==> src/rtl/msrtc_pkg.sv <==
package msrtc_pkg;

    localparam logic [31:0] OFS_SECONDS  = 32'h08;
    localparam logic [31:0] OFS_SNAPSHOT = 32'h0c;
    localparam logic [31:0] OFS_MILLIS   = 32'h10;

    typedef enum logic [1:0] {
        SEL_NONE,
        SEL_SECONDS,
        SEL_SNAPSHOT,
        SEL_MILLIS
    } reg_sel_e;

    function automatic reg_sel_e decode_addr(input logic [31:0] a);
        reg_sel_e s;
        case (a)
            OFS_SECONDS:  s = SEL_SECONDS;
            OFS_SNAPSHOT: s = SEL_SNAPSHOT;
            OFS_MILLIS:   s = SEL_MILLIS;
            default:      s = SEL_NONE;
        endcase
        return s;
    endfunction

endpackage

==> src/rtl/msrtc_counter.sv <==
module msrtc_counter #(
    parameter int SEC_W      = 32,
    parameter int MS_PER_SEC = 1000,
    parameter int MS_W       = $clog2(MS_PER_SEC)
) (
    input  logic             clk,
    input  logic             rst,
    input  logic             tick,
    input  logic             load,
    input  logic [SEC_W-1:0] load_val,
    output logic [SEC_W-1:0] sec_q,
    output logic [MS_W-1:0]  ms_q
);
    localparam logic [MS_W-1:0] MS_LAST = MS_W'(MS_PER_SEC - 1);

    always_ff @(posedge clk) begin
        if (rst) begin
            sec_q <= '0;
            ms_q  <= '0;
        end else if (load) begin
            sec_q <= load_val;
            ms_q  <= '0;
        end else if (tick) begin
            if (ms_q == MS_LAST) begin
                ms_q  <= '0;
                sec_q <= sec_q + SEC_W'(1);
            end else begin
                ms_q <= ms_q + MS_W'(1);
            end
        end
    end
endmodule

==> src/rtl/msrtc_snapshot.sv <==
module msrtc_snapshot #(
    parameter int SEC_W = 32
) (
    input  logic             clk,
    input  logic             rst,
    input  logic             capture,
    input  logic [SEC_W-1:0] sec_in,
    output logic [SEC_W-1:0] snap_q
);
    always_ff @(posedge clk) begin
        if (rst)
            snap_q <= '0;
        else if (capture)
            snap_q <= sec_in;
    end
endmodule

==> src/rtl/msrtc_rdmux.sv <==
module msrtc_rdmux
    import msrtc_pkg::*;
#(
    parameter int DATA_W = 32,
    parameter int MS_W   = 10
) (
    input  logic              clk,
    input  logic              rst,
    input  logic              rd_en,
    input  reg_sel_e          sel,
    input  logic [DATA_W-1:0] sec,
    input  logic [DATA_W-1:0] snap,
    input  logic [MS_W-1:0]   ms,
    output logic [DATA_W-1:0] rdata
);
    logic [DATA_W-1:0] rd_next;

    always_comb begin
        case (sel)
            SEL_SECONDS:  rd_next = sec;
            SEL_SNAPSHOT: rd_next = snap;
            SEL_MILLIS:   rd_next = DATA_W'(ms);
            default:      rd_next = '0;
        endcase
    end

    always_ff @(posedge clk) begin
        if (rst)
            rdata <= '0;
        else if (rd_en)
            rdata <= rd_next;
    end
endmodule

==> src/rtl/msrtc_top.sv <==
module msrtc_top
    import msrtc_pkg::*;
#(
    parameter int ADDR_W     = 8,
    parameter int DATA_W     = 32,
    parameter int MS_PER_SEC = 1000
) (
    input  logic              clk,
    input  logic              rst,
    input  logic              tick_ms,
    input  logic              rd_en,
    input  logic              wr_en,
    input  logic [ADDR_W-1:0] addr,
    input  logic [DATA_W-1:0] wdata,
    output logic [DATA_W-1:0] rdata
);
    localparam int MS_W = $clog2(MS_PER_SEC);

    reg_sel_e          sel;
    logic              sec_load;
    logic              snap_take;
    logic [DATA_W-1:0] sec_q;
    logic [MS_W-1:0]   ms_q;
    logic [DATA_W-1:0] snap_q;

    assign sel       = decode_addr(32'(addr));
    assign sec_load  = wr_en && (sel == SEL_SECONDS);
    assign snap_take = rd_en && (sel == SEL_MILLIS);

    msrtc_counter #(
        .SEC_W(DATA_W), .MS_PER_SEC(MS_PER_SEC), .MS_W(MS_W)
    ) u_cnt (
        .clk(clk), .rst(rst), .tick(tick_ms), .load(sec_load),
        .load_val(wdata), .sec_q(sec_q), .ms_q(ms_q)
    );

    msrtc_snapshot #(.SEC_W(DATA_W)) u_snap (
        .clk(clk), .rst(rst), .capture(snap_take),
        .sec_in(sec_q), .snap_q(snap_q)
    );

    msrtc_rdmux #(.DATA_W(DATA_W), .MS_W(MS_W)) u_rd (
        .clk(clk), .rst(rst), .rd_en(rd_en), .sel(sel),
        .sec(sec_q), .snap(snap_q), .ms(ms_q), .rdata(rdata)
    );
endmodule

==> config.mk <==
export PLATFORM = sky130hd
export DESIGN_NAME = msrtc_top
export DESIGN_NICKNAME = d
export VERILOG_FILES = /design/src/rtl/msrtc_pkg.sv /design/src/rtl/msrtc_counter.sv /design/src/rtl/msrtc_snapshot.sv /design/src/rtl/msrtc_rdmux.sv /design/src/rtl/msrtc_top.sv
export SDC_FILE = /design/constraint.sdc
export NUM_CORES = 1
export LEC_CHECK = 0
export BUFFER_PORTS_ARGS = -buffer_cell sky130_fd_sc_hd__clkbuf_2
export CORE_MARGIN = 2
export CORE_UTILIZATION = 36
export CTS_CLUSTER_SIZE = 28
export DETAILED_ROUTE_END_ITERATION = 10
export HOLD_SLACK_MARGIN = 0.05
export PLACE_DENSITY = 0.53
export SLEW_MARGIN = 10
export SYNTH_ARGS = -nofsm -noshare
export SYNTH_HDL_FRONTEND = slang
export SYNTH_HIERARCHICAL = 1
export SYNTH_SLANG_ARGS = --single-unit
==> constraint.sdc <==
create_clock -name clk -period 4.6 [get_ports clk]
set_input_delay 0.92 -clock clk [delete_from_list [all_inputs] [get_ports clk]]
set_output_delay 0.92 -clock clk [all_outputs]
set_load 0.02 [all_outputs]
==> results of run 1 <==
==> routing by layer <==
layer  vias up  share of wire [%]  track usage [%]
met4         0                1.4            4.202
met5         -                  0                0
li1       2070                  -                -
met1      1994                 49            20.98
met2        81                 46            26.22
met3        15                4.0            4.523
==> final timing paths <==
path / startpoint / cells past startpoint / end / slack, ns
max reg2reg: u_cnt/ms_q[0] / 6 / u_cnt/sec_q[10] / 2.33
max: addr[1] / 8 / u_rd/rdata[30] / 1.86
min: u_rd/rdata[28] / 2 / u_rd/rdata[28] / 0.49
min reg2reg: u_rd/rdata[28] / 2 / u_rd/rdata[28] / 0.49
==> worst max-delay path, stage by stage <==
cell	delay [ns]
clkbuf_2	0.08
or4_4	0.58
a211oi_2	0.16
buf_4	0.22
nor2b_4	0.15
buf_4	0.47
a22oi_2	0.19
a211oi_2	0.23
==> where the power goes <==
group          switching, mW  leakage, nW  internal (mW)
logic                 0.0775         1.03         0.0464
registers            0.00980        0.860          0.933
clock network          0.333        0.147          0.452
total                  0.420         2.04           1.43
==> metrics by stage <==
stage / hold slack, ns / power [mW] / instance area (um2) / util (%)
after floorplan: 0.4608 / 1.041 / 5468 / -
after global routing: 0.5162 / 1.923 / 6172 / 41.06
after global placement: 0.4756 / 1.087 / 5873 / 39.07
final: 0.4924 / 1.852 / 6172 / 41.06
after CTS: 0.4925 / 1.882 / 6172 / 41.06
after detailed placement: 0.4830 / 1.090 / 5873 / 39.07
==> cell usage in the layout, fill, tap and decap left out, drive strengths merged, types with 2 or more instances in the layout <==
master  synthesis  layout
and3            7       7
a22oi          32      32
ha              2       2
and4            7       7
nor3            9       9
o21ai           2       2
xnor2          29      29
a211oi         49      49
buf            22      11
o21bai          8       8
dfxtp         106     106
mux2           10      10
a311oi          3       3
inv             5       4
nand3          14      14
or2             2       2
clkinv          0       2
nor2b           2       2
mux2i          33      33
a21oi          11      11
or3             2       2
nor2           94      94
nand4          15      15
clkbuf         19      89
or4             2       2
nor4           15      15
xor2           10      10
nand2          25      25
o22ai           2       2
==> flip-flops by register name, indices dropped and copies added (netlist names) <==
signal	count
u_cnt/ms_q	10
u_cnt/sec_q	32
u_rd/rdata	32
u_snap/snap_q	32
==> cells in the mapped netlist, types with 5 or more instances <==
master and number:
dfxtp_1 106, nor2_1 94, a211oi_2 33, mux2i_1 33, a22oi_2 30, xnor2_1 29
nand2_1 25, clkbuf_1 18, a211oi_1 16, nand3_1 13, nand4_1 12, nor4_2 12
a21oi_1 11, mux2_2 10, xor2_1 10, nor3_1 9, o21bai_1 8, buf_2 7
and3_1 6, and4_1 6, buf_12 6, inv_1 5
==> cells by family after synthesis <==
| group | count (synthesis) | synth area share (%) |
|---|---|---|
| adder cells (fa/ha/maj) | 2 | 0.4576 |
| flip-flops | 106 | 38.81 |
| AO/OA/AOI/OAI | 108 | 20.02 |
| AND/OR/NAND/NOR | 200 | 20.41 |
| XOR/XNOR | 39 | 6.247 |
| multiplexers | 43 | 8.101 |
| buffers and inverters | 46 | 5.949 |
==> final cells by class <==
type	instances	area share (%)
inverter	5	0.3041
timing repair buffer	86	7.419
tap	188	3.811
clock inverter	2	0.5676
sequential	106	34.38
clock buffer	14	4.277
multi-input combinational	392	49.24
==> results.yml, run 1 <==
sta:
  final_max_slew_viol_count: 0
  setup_ws_ns: 1.865
  relSlewSlack_pct: 45.89
  finClkSkew_ns: 0.005800
  setup_viol: 0
  finalWorstPathRequiredPeriod_ns: 2.735
  finalCritPeriodShare_pct: 59.46
  tns_ns: 0
  rsz0062_at_grt: "no"
  fmax_mhz: 365.6
  final-hold-violation-count: 0
  worst_pin_slew_ns: 0.8116
drt:
  routedWlPerCell_um: 16.08
  ant_nets: 0
  drtPass1Iterations: 5
  wl_mm: 12.75
  vias: 4160
  drt_iter0_drc: 222
  vias_per_cell: 5.246
  route.detailed.drc: 0
finish:
  drive_gt1_share_pct: 32.73
  layout.area.seq_mm2: 0.002122
  multi_input_area_mm2: 0.003039
  syn_to_final_growth_pct: 12.88
  fillers: 1477
  finalNonFillerCells: 793
  nets: 647
  diodes: 0
run:
  drv_cap: 0
worst_hold_path:
  hold_path.class: "reg -> reg"
floorplan:
  ios: 77
  die_area_mm2: 0.01619
  die_w_um: 127.2
  core_mm2: 0.01503
  rows: 45
  initial_core_util_pct: 36.37
  die_height_um: 127.2
power_and_ir_drop:
  vdd_drop_max_uv: 215.0
  p_per_area_mw_per_mm2: 300.0
  p_leak_nw: 2.039
synth:
  ys_types: 51
  ys.flop_type: "dfxtp_1"
  synth_edf_count: 0
  synth_cells: 544
  synth_top_area_share_pct: 38.81
  syn_area_per_cell_um2: 10.05
  synthTopCellsByArea: "dfxtp_1, a211oi_2, a22oi_2, nor2_1, mux2i_1"
  yosysSeqAreaShare_pct: 38.81
  synth.cell_area_mm2: 0.005468
  synth-seq-cells: 106
  synth_largest_area_cell: "dfxtp_1"
  yosysWarnings: 6
  synth-async-reset-ratio_pct: 0
  synth_nets: 591
clock_tree:
  numCtsBuffers: 9
  cts_buffer_depth: 2
  htreeDepth: 3
  cts_setup_buffers: 0
  cts_hold_buf: 0
  cts.clk_slew.worst_paths_ns: 0.07
  clock_latency_ns: 0.36
  clock_sinks: 106
  clockRootBuffer: "clkbuf_16"
  cts_tree: "built"
  ctsResizeCount: 0
setup_path:
  critPathKind: "in -> reg"
  endpoint_kind: "flop"
  critPathMaxFanout: 32
  arrival_ns: 3.01
  cp-start-kind: "input pin"
  required_ns: 4.87
global_routing:
  grt_start_max_net_pins: 65
  grt_remaining_overflow: 0
  grt_usage_pct: 16.05
  grt_pass1_wl_mm: 20.57
  grt_pass1_vias: 4060
  antenna_found_initial: 0
place:
  dp_hpwl_mm: 8.605
  gp_congestion: 0.7945
  dp_cells: 777
  place_ws_ns: 1.473
  io_buffers: 76
outcome:
  status: "finished clean"
(Power assumes the default switching activity.)
==> inputs of run 2 (changes only) <==
--- a/config.mk
+++ b/config.mk
@@ -11,7 +11,7 @@
 export CTS_CLUSTER_SIZE = 28
 export DETAILED_ROUTE_END_ITERATION = 10
 export HOLD_SLACK_MARGIN = 0.05
-export PLACE_DENSITY = 0.53
+export PLACE_DENSITY = 0.55
 export SLEW_MARGIN = 10
 export SYNTH_ARGS = -nofsm -noshare
 export SYNTH_HDL_FRONTEND = slang
==> constraint.sdc (replaced) <==
create_clock -name clk -period 2.3 [get_ports clk]
set_input_delay 0.46 -clock clk [delete_from_list [all_inputs] [get_ports clk]]
set_output_delay 0.46 -clock clk [all_outputs]
set_load 0.02 [all_outputs]
==> run 2 against run 1 <==
Compared with the run above:
- count of clock-buffer cells in the layout decreased by 3
- cell count is 1.9% higher
- setup slack lost 1.7 ns
- global-route usage is 1.3 points higher
- largest cell class unchanged
- combinational power is 110% higher
- design area up 3.3%
- hold slack worse by 0.14 ns
- critical path depth unchanged
- via count is 2.0% higher
- sequential share of layout area decreased by 1.1 points
==> results.yml, run 2 (synthesis gave the netlist of run 1 again) <==
drt:
  wl_met3_um: 511
  drtPass1Iterations: 4
  route.detailed.drc: 0
  wl_met1_mm: 6.445
  wl_mm: 13.64
  dr_wl_met2_mm: 6.562
  drt_iter0_drc: 194
  routedWlPerCell_um: 16.88
  routed.top_layer: "met4"
  ant_nets: 0
  vias_per_cell: 5.250
  vias: 4242
finish:
  syn_to_final_growth_pct: 16.64
  multi_input_area_mm2: 0.003059
  finalNonFillerCells: 808
  design_area_mm2: 0.006377
  reg_top3: "u_cnt/sec_q (32), u_rd/rdata (32), u_snap/snap_q (32)"
  nets: 663
  diodes: 0
  drive_gt1_share_pct: 34.68
  fillers: 1474
  final_cell_mix: "dfxtp_1, nor2_1, clkbuf_2"
  layout.area.seq_mm2: 0.002122
  final_common_cell: "dfxtp_1"
floorplan:
  ios: 77
  die_height_um: 127.2
  initial_core_util_pct: 36.37
  die_w_um: 127.2
  core_mm2: 0.01503
  die_area_mm2: 0.01619
  rows: 45
sta:
  fmax_mhz: 468.7
  relSlewSlack_pct: 67.05
  finalWorstPathRequiredPeriod_ns: 2.134
  final_max_slew_viol_count: 0
  setup_viol: 0
  worst_pin_slew_ns: 0.4943
  rsz0062_at_grt: "no"
  final-hold-violation-count: 0
  finClkSkew_ns: 0.008598
  finalCritPeriodShare_pct: 92.77
setup_path:
  required_ns: 2.51
  rr_worst_depth: 6
  endpoint_kind: "flop"
  reg2reg_to: "u_cnt/sec_q[10]"
  cp-start-kind: "input pin"
  r2r_setup_slack_ns: 0.31
  endpoint: "u_rd/rdata[24]"
  critPathMaxFanout: 22
  critPathKind: "in -> reg"
  reg2reg_from: "u_cnt/ms_q[0]"
  crit_start: "addr[1]"
  arrival_ns: 2.35
global_routing:
  grt_pass1_wl_mm: 22.26
  grt_usage_pct: 17.37
  antenna_found_initial: 0
  grt_pass1_vias: 4159
  grt_start_max_net_pins: 97
  grt_remaining_overflow: 0
place:
  dp_hpwl_mm: 8.779
  io_buffers: 76
  dp_cells: 788
  place_area_mm2: 0.006031
  gp_congestion: 0.7969
clock_tree:
  cts_hold_buf: 0
  numCtsBuffers: 9
  clock_latency_ns: 0.35
  clock_sinks: 106
  cts_tree: "built"
  cts.clk_slew.worst_paths_ns: 0.07
  cts_buffer_depth: 2
  clockRootBuffer: "clkbuf_16"
  htreeDepth: 3
power_and_ir_drop:
  p_per_area_mw_per_mm2: 563.6
  vdd_drop_max_uv: 336.4
  p_leak_nw: 2.142
outcome:
  status: "finished clean"
run:
  drv_cap: 0
worst_hold_path:
  holdPathStages: 3
  hold_path.class: "in -> reg"
-- run 2: cell count changes in the layout (fill, tap and decap cells not counted), moves of 2 or more --
cell and change:
buf_12 +8, buf_4 +7, clkbuf_1 -2, clkinvlp_4 +2
-- run 2: cell type report --
type,count,area share (%)
repair buffers,101,10.52
clock buffers,11,3.806
inverters,5,0.2943
multi-input cells,393,47.97
well taps,188,3.688
flip-flops and latches,106,33.27
clock inverters,4,0.4512
-- run 2: worst min path at each step --
stage | start | end | slack, ns
after floorplan | u_snap/snap_q[27] | u_snap/snap_q[27] | 0.46
after global placement | u_snap/snap_q[28] | u_snap/snap_q[28] | 0.47
after detailed placement | u_rd/rdata[28] | u_rd/rdata[28] | 0.49
after CTS | wdata[18] | u_cnt/sec_q[18] | 0.35
after global routing | wdata[3] | u_cnt/sec_q[3] | 0.36
final | wdata[2] | u_cnt/sec_q[2] | 0.36
-- run 2: stage by stage --
stage	utilization (%)	TNS [ns]	hold WS (ns)	setup slack, ns	total power, mW
detailed placement	40.12	-21.66	0.4863	-0.6486	2.194
global placement	40.12	-17.59	0.4746	-0.5768	2.190
floorplan	-	0	0.4608	0.05518	2.082
finish	42.42	0	0.3568	0.1663	3.594
global route	42.42	0	0.3644	0.08507	3.740
CTS	42.42	0	0.3530	0.1391	3.637
-- run 2: worst max-delay path, stage by stage --
cell and delay (ns):
clkbuf_2 0.08, or4_4 0.53, a211oi_2 0.35, buf_4 0.27
and2b_1 0.22, buf_12 0.17, a22oi_2 0.16, a211oi_2 0.09
-- run 2: power breakdown --
group / switching [mW] / internal, mW / total (mW)
clock: 0.683 / 0.759 / 1.44
combinational: 0.161 / 0.105 / 0.265
sequential: 0.0208 / 1.87 / 1.89
total: 0.864 / 2.73 / 3.59
-- run 2: routing by layer --
layer	global-route usage [%]	vias to the layer above
met1	23.07	2047
met2	28.72	83
met3	4.439	6
li1	-	2106
met5	0	-
met4	3.620	0
-- run 2: repair_timing --
action,CTS,global route
setup buffers,4,0
gates resized for setup,2,0
endpoints found under the setup margin,32,0
endpoints found under the hold margin,0,0
==> inputs of run 3 (changes only) <==
--- a/config.mk
+++ b/config.mk
@@ -12,6 +12,7 @@
 export DETAILED_ROUTE_END_ITERATION = 10
 export HOLD_SLACK_MARGIN = 0.05
 export PLACE_DENSITY = 0.55
+export RECOVER_POWER = 100
 export SLEW_MARGIN = 10
 export SYNTH_ARGS = -nofsm -noshare
 export SYNTH_HDL_FRONTEND = slang
==> run 3 against run 2 <==
Compared with the run above:
- first-iteration DRC count down 2.6%
- hold slack better by 0.0018 ns
- core utilization down 1.5 points
- combinational power down 4%
- largest power group unchanged
==> results.yml, run 3 (synthesis gave the netlist of run 1 again) <==
sta:
  tns_ns: 0
  fmax_mhz: 454.3
  setup_viol: 0
  finClkSkew_ns: 0.008432
  final_max_slew_viol_count: 0
  finalCritPeriodShare_pct: 95.70
  finalWorstPathRequiredPeriod_ns: 2.201
  rsz0062_at_grt: "no"
  relSlewSlack_pct: 56.19
  worst_pin_slew_ns: 0.6571
  final-hold-violation-count: 0
drt:
  drtPass1Iterations: 4
  drt_iter0_drc: 189
  vias: 4262
  routedWlPerCell_um: 16.85
  vias_per_cell: 5.275
  route.detailed.drc: 0
  ant_nets: 0
  wl_mm: 13.62
run:
  drv_cap: 0
floorplan:
  core_mm2: 0.01503
  rows: 45
  die_height_um: 127.2
  ios: 77
  die_area_mm2: 0.01619
  initial_core_util_pct: 36.37
  die_w_um: 127.2
finish:
  nets: 663
  fillers: 1516
  reg_top3: "u_cnt/sec_q (32), u_rd/rdata (32), u_snap/snap_q (32)"
  syn_to_final_growth_pct: 12.59
  drive_gt1_share_pct: 24.52
  final_common_cell: "dfxtp_1"
  finalNonFillerCells: 808
  diodes: 0
  final_cell_mix: "dfxtp_1, nor2_1, clkbuf_2"
clock_tree:
  cts.clk_slew.worst_paths_ns: 0.07
  clock_latency_ns: 0.35
  clockRootBuffer: "clkbuf_16"
  numCtsBuffers: 9
  cts_tree: "built"
  cts_buffer_depth: 2
  clock_sinks: 106
  htreeDepth: 3
place:
  io_buffers: 76
  dp_cells: 788
  gp_congestion: 0.7969
  dp_hpwl_mm: 8.779
global_routing:
  grt_pass1_wl_mm: 22.26
  grt_start_max_net_pins: 97
  grt_usage_pct: 17.37
  antenna_found_initial: 0
  grt_pass1_vias: 4159
  grt_remaining_overflow: 0
outcome:
  status: "finished clean"
setup_path:
  critPathKind: "in -> reg"
  critPathMaxFanout: 9
  endpoint_kind: "flop"
  arrival_ns: 2.44
  cp-start-kind: "input pin"
  required_ns: 2.54
power_and_ir_drop:
  p_per_area_mw_per_mm2: 581.6
  p_leak_nw: 2.011
  vdd_drop_max_uv: 338.6
worst_hold_path:
  hold_path.class: "in -> reg"
==> run 3: cell count changes in the layout (fill, tap and decap cells not counted), moves of 25 or more <==
cell / previous run / this run
clkbuf_1: 1 / 33
a22oi_2: 30 / 5
clkbuf_2: 75 / 46
a22oi_1: 2 / 27
==> run 3: cell type report <==
type                            count  area (um2)  share of cell area [%]
Multi-Input combinational cell    393        2910                   47.28
Tap cell                          188       235.2                   3.821
Inverter                            5       18.77                  0.3049
Timing Repair Buffer              101       598.1                   9.715
Sequential cell                   106        2122                   34.47
Clock inverter                      4       28.78                  0.4675
Clock buffer                       11       242.7                   3.943
==> run 3: per-stage QoR <==
stage               setup slack (ns)  total power [mW]  utilization (%)  hold slack (ns)  instance area [um2]
floorplan                    0.05518             2.082                -           0.4608                 5468
global placement             -0.5768             2.190            40.12           0.4746                 6031
detailed placement           -0.6486             2.194            40.12           0.4863                 6031
CTS                           0.1391             3.637            42.42           0.3530                 6377
global route                 0.05127             3.729            40.95           0.3644                 6156
finish                       0.09879             3.581            40.95           0.3586                 6156
==> run 3: critical path, cell delays in order <==
cell	delay, ns
clkbuf_2	0.08
or4_4	0.53
clkbuf_2	0.18
nor4_2	0.35
clkbuf_2	0.29
or2_2	0.17
nand2b_1	0.10
clkbuf_2	0.21
nor2_1	0.08
==> run 3: layer usage <==
layer	wire, um	up-vias	GRT usage [%]	share of wire, %
li1	-	2105	-	-
met3	530	6	4.439	3.9
met1	6501	2068	23.07	48
met4	131	0	3.620	0.96
met5	0	-	0	0
met2	6454	83	28.72	47
==> run 3: timing repair <==
action                     in CTS  in global routing
setup buffers                   4                  0
gates resized for setup         2                  0
setup endpoints to repair      32                  0
hold buffers                    0                  0
==> run 3: where the power goes <==
part           internal [mW]  switching (mW)
Sequential              1.87          0.0204
Combinational         0.0967           0.159
Clock                  0.759           0.680
Total                   2.72           0.859
==> run 3: worst paths after layout <==
check	end	startpoint	slack, ns	depth (start not counted)
hold reg to reg	u_rd/rdata[28]	u_rd/rdata[28]	0.50	2
hold / removal	u_cnt/sec_q[2]	wdata[2]	0.36	3
setup / recovery	u_cnt/ms_q[9]	addr[1]	0.1	9
setup reg to reg	u_cnt/sec_q[10]	u_cnt/ms_q[0]	0.25	6
